--- config.mk ---
export PLATFORM = sky130hd
export DESIGN_NAME = cmd_desc_gen
export DESIGN_NICKNAME = d
export VERILOG_FILES = /design/src/rtl/cdg_pkg.sv /design/src/rtl/cdg_len_calc.sv /design/src/rtl/cdg_sat_counter.sv /design/src/rtl/cmd_desc_gen.sv
export SDC_FILE = /design/constraint.sdc
export NUM_CORES = 1
export LEC_CHECK = 0
export BUFFER_PORTS_ARGS = -buffer_cell sky130_fd_sc_hd__buf_2
export CAP_MARGIN = 20
export CELL_PAD_IN_SITES_DETAIL_PLACEMENT = 1
export CELL_PAD_IN_SITES_GLOBAL_PLACEMENT = 2
export CORE_MARGIN = 5
export CORE_UTILIZATION = 33
export CTS_CLUSTER_DIAMETER = 150
export DETAILED_ROUTE_END_ITERATION = 16
export HOLD_SLACK_MARGIN = 0.06
export PLACE_DENSITY_LB_ADDON = 0.1
export REMOVE_ABC_BUFFERS = 1
export SYNTH_ARGS = -nofsm -noshare
export SYNTH_HDL_FRONTEND = slang
export SYNTH_SLANG_ARGS = --single-unit
--- constraint.sdc ---
create_clock -name clk -period 3.43 [get_ports clk]
set_input_delay 0.8575 -clock clk [delete_from_list [all_inputs] [get_ports clk]]
set_output_delay 0.8575 -clock clk [all_outputs]
set_load 0.05 [all_outputs]
--- src/rtl/cdg_pkg.sv ---
package cdg_pkg;
    typedef enum logic [1:0] {
        ST_IDLE = 2'd0,
        ST_HDR  = 2'd1,
        ST_PAY  = 2'd2,
        ST_DROP = 2'd3
    } cdg_state_e;

    // fixed word positions inside a frame
    localparam int unsigned WORD_DST = 4;
    localparam int unsigned WORD_CMD = 5;
    // bytes ahead of the payload: 20 of IP header plus the command word
    localparam int unsigned HDR_BYTES = 24;

    localparam int unsigned TGT_W = 5;
    localparam int unsigned KIND_W = 3;
    localparam int unsigned SEQ_W = 16;
    localparam int unsigned LEN_W = 16;
endpackage

--- src/rtl/cdg_len_calc.sv ---
module cdg_len_calc
    import cdg_pkg::*;
(
    input  logic [LEN_W-1:0] tot_len,
    output logic [LEN_W-1:0] words
);
    localparam logic [LEN_W-1:0] HDR_LEN = LEN_W'(HDR_BYTES);

    logic [LEN_W-1:0] pay_bytes;
    logic [LEN_W-1:0] rounded;

    always_comb begin
        pay_bytes = tot_len - HDR_LEN;
        rounded   = pay_bytes + LEN_W'(3);
        if (tot_len < HDR_LEN) begin
            words = '0;
        end else begin
            words = {2'b00, rounded[LEN_W-1:2]};
        end
    end
endmodule

--- src/rtl/cdg_sat_counter.sv ---
module cdg_sat_counter #(
    parameter int unsigned W = 8
) (
    input  logic         clk,
    input  logic         rst_n,
    input  logic         inc,
    output logic [W-1:0] count
);
    localparam logic [W-1:0] TOP = '1;

    logic [W-1:0] cnt_d, cnt_q;

    always_comb begin
        cnt_d = cnt_q;
        if (inc && (cnt_q != TOP)) begin
            cnt_d = cnt_q + W'(1);
        end
    end

    always_ff @(posedge clk or negedge rst_n) begin
        if (!rst_n) begin
            cnt_q <= '0;
        end else begin
            cnt_q <= cnt_d;
        end
    end

    assign count = cnt_q;
endmodule

--- src/rtl/cmd_desc_gen.sv ---
module cmd_desc_gen
    import cdg_pkg::*;
#(
    parameter int unsigned ADDR_W = 10,
    parameter int unsigned DROP_W = 8,
    localparam int unsigned DESC_W = TGT_W + KIND_W + SEQ_W + ADDR_W + LEN_W
) (
    input  logic              clk,
    input  logic              rst_n,
    input  logic [31:0]       local_ip,
    input  logic              in_valid,
    input  logic              in_sof,
    input  logic              in_eof,
    input  logic [31:0]       in_data,
    output logic              wr_req,
    output logic [LEN_W-1:0]  wr_size,
    input  logic              mem_ack,
    input  logic              mem_nack,
    input  logic [ADDR_W-1:0] mem_base,
    output logic              buf_we,
    output logic [ADDR_W-1:0] buf_addr,
    output logic [31:0]       buf_wdata,
    input  logic              fifo_full,
    output logic              fifo_push,
    output logic [DESC_W-1:0] fifo_desc,
    output logic [DROP_W-1:0] drop_count
);
    localparam int unsigned IDX_W = 3;
    localparam logic [IDX_W-1:0] IDX_DST = IDX_W'(WORD_DST);
    localparam logic [IDX_W-1:0] IDX_CMD = IDX_W'(WORD_CMD);

    typedef struct packed {
        cdg_state_e         st;
        logic [IDX_W-1:0]   idx;
        logic [LEN_W-1:0]   tlen;
        logic [TGT_W-1:0]   tgt;
        logic [KIND_W-1:0]  kind;
        logic [SEQ_W-1:0]   seq;
        logic [ADDR_W-1:0]  base;
        logic [LEN_W-1:0]   size;
        logic [LEN_W-1:0]   cnt;
        logic               pend;
        logic               we;
        logic [ADDR_W-1:0]  waddr;
        logic [31:0]        wdata;
    } cdg_state_t;

    cdg_state_t s_d, s_q;
    logic [LEN_W-1:0] req_words;
    logic             grant;
    logic             drop_inc;

    cdg_len_calc u_len (
        .tot_len (s_q.tlen),
        .words   (req_words)
    );

    assign grant = mem_ack && !mem_nack;

    always_comb begin
        s_d      = s_q;
        s_d.we   = 1'b0;
        s_d.pend = 1'b0;
        wr_req   = 1'b0;
        if (in_valid) begin
            if (in_sof) begin
                s_d.st   = ST_HDR;
                s_d.idx  = IDX_W'(1);
                s_d.tlen = in_data[LEN_W-1:0];
            end else begin
                unique case (s_q.st)
                    ST_HDR: begin
                        s_d.idx = s_q.idx + IDX_W'(1);
                        if ((s_q.idx == IDX_DST) && (in_data != local_ip)) begin
                            s_d.st = ST_DROP;
                        end
                        if (s_q.idx == IDX_CMD) begin
                            wr_req   = 1'b1;
                            s_d.tgt  = in_data[31:27];
                            s_d.kind = in_data[26:24];
                            s_d.seq  = in_data[SEQ_W-1:0];
                            s_d.size = req_words;
                            s_d.cnt  = '0;
                            if (grant) begin
                                s_d.base = mem_base;
                                s_d.st   = ST_PAY;
                            end else begin
                                s_d.st   = ST_DROP;
                            end
                        end
                    end
                    ST_PAY: begin
                        if (s_q.cnt < s_q.size) begin
                            s_d.we    = 1'b1;
                            s_d.waddr = s_q.base + ADDR_W'(s_q.cnt);
                            s_d.wdata = in_data;
                            s_d.cnt   = s_q.cnt + LEN_W'(1);
                        end
                    end
                    default: ;
                endcase
            end
            if (in_eof) begin
                s_d.pend = (s_d.st == ST_PAY);
                s_d.st   = ST_IDLE;
            end
        end
    end

    always_ff @(posedge clk or negedge rst_n) begin
        if (!rst_n) begin
            s_q <= '0;
        end else begin
            s_q <= s_d;
        end
    end

    assign drop_inc = s_q.pend && fifo_full;

    cdg_sat_counter #(.W(DROP_W)) u_drop (
        .clk   (clk),
        .rst_n (rst_n),
        .inc   (drop_inc),
        .count (drop_count)
    );

    assign wr_size   = req_words;
    assign buf_we    = s_q.we;
    assign buf_addr  = s_q.waddr;
    assign buf_wdata = s_q.wdata;
    assign fifo_push = s_q.pend && !fifo_full;
    assign fifo_desc = {s_q.tgt, s_q.kind, s_q.seq, s_q.base, s_q.size};
endmodule

Yosys cells after proc, flatten, opt, wreduce, memory -nomap -nowiden
Index checks and enable logic that the tools add are counted.
{"block": "classes", "addsub": 6, "n_lt_le_gt_ge": 2, "eq_ne": 10, "n_mux": 20, "bitwise_logic": 1, "reduce_logical": 14}
{"op": "two-way mux 43 bit", "count": 3}
{"op": "two-way mux 44 bit", "count": 1}
{"op": "two-way mux 16 bit", "count": 2}
{"op": "inequality test 32 bit", "count": 1}
{"op": "case mux 16 bit (2 select lines)", "count": 1}
{"op": "adder 16 x 1 -> 16 bit (second input constant)", "count": 1}
{"op": "adder 16 x 2 -> 16 bit (second input constant)", "count": 1}
{"op": "< comparator 16 x 14 -> 1 bit", "count": 1}
{"op": "< comparator 16 x 5 -> 1 bit (second input constant)", "count": 1}
{"op": "subtractor 16 x 5 -> 16 bit (second input constant)", "count": 1}
{"op": "two-way mux 5 bit", "count": 3}
{"op": "two-way mux 14 bit", "count": 1}
{"op": "adder 10 bit", "count": 1}
{"op": "AND reduction 5 bit", "count": 2}
{"op": "adder 8 x 1 -> 8 bit (second input constant)", "count": 1}
{"op": "inequality test 8 bit (second input constant)", "count": 1}
{"op": "AND reduction 4 bit", "count": 2}
{"op": "== test 3 bit (second input constant)", "count": 2}
{"op": "two-way mux 1 bit", "count": 6}
{"op": "two-way mux 2 bit", "count": 3}
{"op": "logical AND 1 bit", "count": 5}
{"op": "== test 2 bit (second input constant)", "count": 2}
{"op": "inequality test 2 bit (second input constant)", "count": 2}
{"op": "AND reduction 2 bit", "count": 2}
{"op": "6 further kinds", "count": 7}
{"block": "word_totals", "reg_bits": 137, "elab_cells": 67}

Longest topological paths before layout
{"block": "logic_depth", "word_depth": 10, "ltp_mapped": 10, "ltp_nobuf": 9}

Modules after synthesis
A second synthesis with hierarchy kept.
{"block": "hier_totals", "cells_unflattened": 767, "hier_area_um2": 7807.5}
{"module": "cmd_desc_gen", "n_inst": 1, "cells_per_inst": 684, "area_per_inst_um2": 7085.5}
{"module": "cdg_sat_counter", "n_inst": 1, "cells_per_inst": 34, "area_per_inst_um2": 407.9}
{"module": "cdg_len_calc", "n_inst": 1, "cells_per_inst": 49, "area_per_inst_um2": 314.1}

Least setup slack after synthesis
Ideal clock, no wire load.
{"block": "synth_path", "path_kind": "register to output", "start": "reg s_q[118] in the netlist's numbering", "end": "out wr_size[11]", "t_arrival_ps": 2415, "required_ps": 2572, "path_slack_ps": 157, "path_stages_with_launch": 7, "cell_sequence": "dfrtp_1 > or3_4 > or3_1 > a211o_1 > nor3_1 > xnor2_1 > nor2_1"}
{"block": "synth_via", "elab_chain_len": 3, "elab_cells_between_ends": 4}
{"element": "start, declared", "line": "cmd_desc_gen.sv:48", "text": "cdg_state_t s_d, s_q;"}
{"element": "start signal, assigned", "line": "cmd_desc_gen.sv:112", "text": "s_q <= '0;"}
{"element": "start signal, assigned", "line": "cmd_desc_gen.sv:114", "text": "s_q <= s_d;"}
{"element": "subtractor 16 x 5 -> 16 bit", "line": "cdg_len_calc.sv:13", "text": "pay_bytes = tot_len - HDR_LEN;"}
{"element": "adder 16 x 2 -> 16 bit", "line": "cdg_len_calc.sv:14", "text": "rounded = pay_bytes + LEN_W'(3);"}
{"element": "two-way mux 14 bit (*)", "line": "cdg_len_calc.sv:15", "text": "if (tot_len < HDR_LEN) begin"}
{"element": "end, declared", "line": "cmd_desc_gen.sv:16", "text": "output logic [LEN_W-1:0] wr_size,"}
Mark *: on every way between the ends. The rest lies on a longest branch, timed or not.

Worst setup path in the final report
{"block": "layout_path", "start": "reg s_q[116] in the netlist's numbering", "end": "out wr_size[12]"}
The elaborated chain is that of the path after synthesis.

==> impl_metrics.csv <==
group,metric,value,unit
die,die_w,161,µm
logic_synthesis,yosys.area.top_type,"dfrtp_1",
cts,cts_max_path_buffers,2,
timing,fin_crit_sh,0.986,
timing,setup_violations,0,
pwr,power.leakage,4.49,nW
cts,h-tree-depth,4,
finish,seq_area,3430,µm²
logic_synthesis,ys_seq_area_frac,0.458,
finish,drive_gt1_frac,0.374,
timing,tightest_slew,0.840,ns
job,cap_viol_max_count,0,
logic_synthesis,synthTopCellsByArea,"dfrtp_1 46%, mux2_2 9.8%, buf_4 9.4%",
cts,cts_tree,"yes",
logic_synthesis,syn_area_per_cell,10.3,µm²
logic_synthesis,synth_top_family_by_area,"simple AND/OR/NAND/NOR gates",
routing,first_iter_violations,162,
critical_path,r2r-end,"buf_wdata[12]",
pwr,clkPwrFrac,0.267,
logic_synthesis,ys.flop_type,"dfrtp_1",
die,die-area,25800,µm²
place,hpwl,16.0,mm
outcome,status,"finished clean",
critical_path,worst-r2r-cell-count,7,
cts,cts_num_sinks,137,
critical_path,cp-start-kind,"register",
critical_path,crit_top_cell,"or3_4",
critical_path,cp_cell_sequence,"or3_4 > or3_4 > a211o_4 > nor4_4 > mux2_4 > buf_6",
timing,fmax,0.296,GHz
place,gp_congestion,0.774,
timing,post-route-min-period,3.38,ns
global_route,grt_pass1_wl,34.1,mm
routing,ant_nets,0,
timing,drv_slew,0,
logic_synthesis,synthXorXnorAreaFrac,0.0621,
pwr,p_sw_frac,0.447,
routing,routed_wl,21.1,mm
pwr,power,7.07,mW
finish,finalNetCount,955,
critical_path,worstSetupPathType,"reg2out",
place,placed_cells,1105,
timing,rsz0062_at_grt,"true",
finish,nFillCells,2557,
die,num_rows,55,
logic_synthesis,synth-simple-area-share,0.126,
finish,synthToLayoutAreaGrowth,18.4,%
routing,wl_per_cell,18.5,µm
timing,whs,0.457,ns
die,die_h,161,µm
logic_synthesis,async_flop_share,1.00,
logic_synthesis,synth_area,7480,µm²
timing,hold_viol,0,
die,start_util,0.332,
cts,cts_root_buf,"clkbuf_16",
pwr,comb_power_share,0.409,
pwr,internal-power,3.91,mW
critical_path,rrSetupSlack,0.53,ns
die,core-area,22500,µm²
finish,post_layout_nonfiller_instances,1143,
pwr,p_seq_frac,0.324,
cts,insertion_delay,0.43,ns
logic_synthesis,synthDominantCellAreaShare,0.458,
die,io_pins,201,
logic_synthesis,synth_edf_count,0,
timing,fin_worst_skew,0.0142,ns
global_route,grt_max_degree,71,
critical_path,critical_path.max_fanout,5,
logic_synthesis,ys_ff_latch,137,
cts,cts.clk_slew.worst_paths,0.06,ns
critical_path,slowest_delay,0.42,ns
routing,drc,0,
global_route,grt_pass1_vias,6231,
logic_synthesis,synth-compound-area-share,0.0838,
global_route,antenna_found_initial,0,
critical_path,critPathRequiredTime,2.57,ns
critical_path,r2r_start,"s_q[46]",
finish,diodes,0,
logic_synthesis,syn_inst,728,
pwr,power_density,798,nW/µm²
timing,relSlewSlack,0.438,
cts,cts_buffers,17,
routing,first_pass_iters,4,
timing,setup_tns,0,ns
logic_synthesis,synthAdderAreaFrac,0.0478,
pwr,vdd_drop_max,358,µV
routing,num_vias,5568,
logic_synthesis,yosysWarningCount,0,
logic_synthesis,netlist-cell-type-count,49,
finish,stdcell_area,8860,µm²
logic_synthesis,synth_mux_area_frac,0.0998,
finish,multiInputGateArea,3210,µm²
place,io_buffers,196,
global_route,grt.total_usage,0.167,
pwr,switchingPower,3.16,mW
hold_path,hold_class,"in2async",
routing,via_per_inst,4.87,
critical_path,critPathArrivalTime,2.52,ns
global_route,globalRoute.totalOverflow,0,
critical_path,worst_path_max_delay_cell,"dfrtp_1",
critical_path,end_kind,"output port",
place,place_area,8130,µm²
-- sequential cells by signal, summed over array words and instances, names as in the netlist --
| signal | cells |
|---|---|
| fifo_desc | 48 |
| s_q | 38 |
| buf_wdata | 32 |
| buf_addr | 10 |
| u_drop.count | 8 |
| buf_we | 1 |
-- per-layer routing --
| metal | part of all wire | up-vias | global-route usage |
|---|---|---|---|
| met5 | 0 | - | 0 |
| met4 | 0.015 | 0 | 0.0497 |
| met2 | 0.52 | 124 | 0.297 |
| li1 | - | 2647 | - |
| met3 | 0.056 | 22 | 0.0462 |
| met1 | 0.41 | 2775 | 0.196 |
-- layout make-up --
class	instances	area share
inverter	30	0.0127
clock buffer	20	0.0527
sequential	137	0.387
clock inverter	12	0.0157
timing repair buffer	211	0.129
tap	285	0.0403
multi-input combinational	448	0.363
-- cell families after synthesis --
group           after synthesis
fa+ha+maj                    28
simple gates                201
buf+inv                     146
flops                       137
other cells                   1
xor+xnor                     53
compound gates               96
mux                          66
-- cells in the final DEF, fill, tap and decap left out, types with 6 or more instances in the layout --
cell type  instances
buf_2            186
buf_4             21
nor2_1            28
dfrtp_1          137
ha_1              27
clkbuf_16         17
o22ai_1            9
mux2_2            64
xnor2_1           46
or4_1             11
nor3_1             6
nand3_1           10
o21a_1            11
xor2_1             7
nand4_1           17
a21oi_1           19
o21ai_0           17
inv_1             29
nand2_1          101
o31ai_1           15
-- critical path, delay by kind of cell, from the launching register on --
| kind | cells | cell delay (ns) |
|---|---|---|
| mux | 1 | 0.35 |
| flops | 1 | 0.42 |
| buf+inv | 1 | 0.16 |
| simple gates | 3 | 0.87 |
| compound gates | 1 | 0.32 |
-- worst max path at each step --
stage | from | end | depth (start not counted) | slack (ns)
after global placement | s_q[118] | wr_size[12] | 6 | 0.26
after global routing | s_q[116] | wr_size[2] | 7 | -0.02
after detailed placement | s_q[118] | wr_size[12] | 6 | 0.23
final | s_q[116] | wr_size[12] | 6 | 0.05
after CTS | s_q[116] | wr_size[12] | 6 | 0.002
after floorplan | fifo_desc[12] | s_q[47] | 8 | -1.39
-- synthesized netlist by cell type, drive strengths merged, types with 9 or more instances --
cell type,count
dfrtp,137
nor2,29
xnor2,46
or4,11
nand2,101
o21ai,19
o21a,11
o31ai,15
ha,27
inv,30
nand3,10
buf,104
o22ai,9
clkbuf,12
nand4,17
a21oi,19
mux2,66
-- stage by stage --
stage | utilization | setup slack, ns
detailed placement | 0.361 | 0.226
finish | 0.394 | 0.0477
floorplan | - | -1.39
CTS | 0.392 | 0.00249
global placement | 0.361 | 0.261
global route | 0.394 | -0.0160
-- power groups by stage --
stage	Clock [mW]	Sequential (mW)	Combinational, mW
6_report	1.89	2.29	2.89
5_1_grt	2.01	2.35	3.07
4_1_cts	1.95	2.30	2.93
3_5_place_dp	0	2.32	2.89
3_3_place_gp	0	2.30	2.84
2_1_floorplan	0	3.56	0.797
-- what timing repair did --
item / in CTS / in global routing
setup endpoints to repair: 12 / 11
resized for setup: 18 / 4
cloned: 1 / 0
hold buffers: 0 / 0
pin swaps: 3 / 0
buffers inserted: 2 / 3
Power figures use the tool's default switching activity.
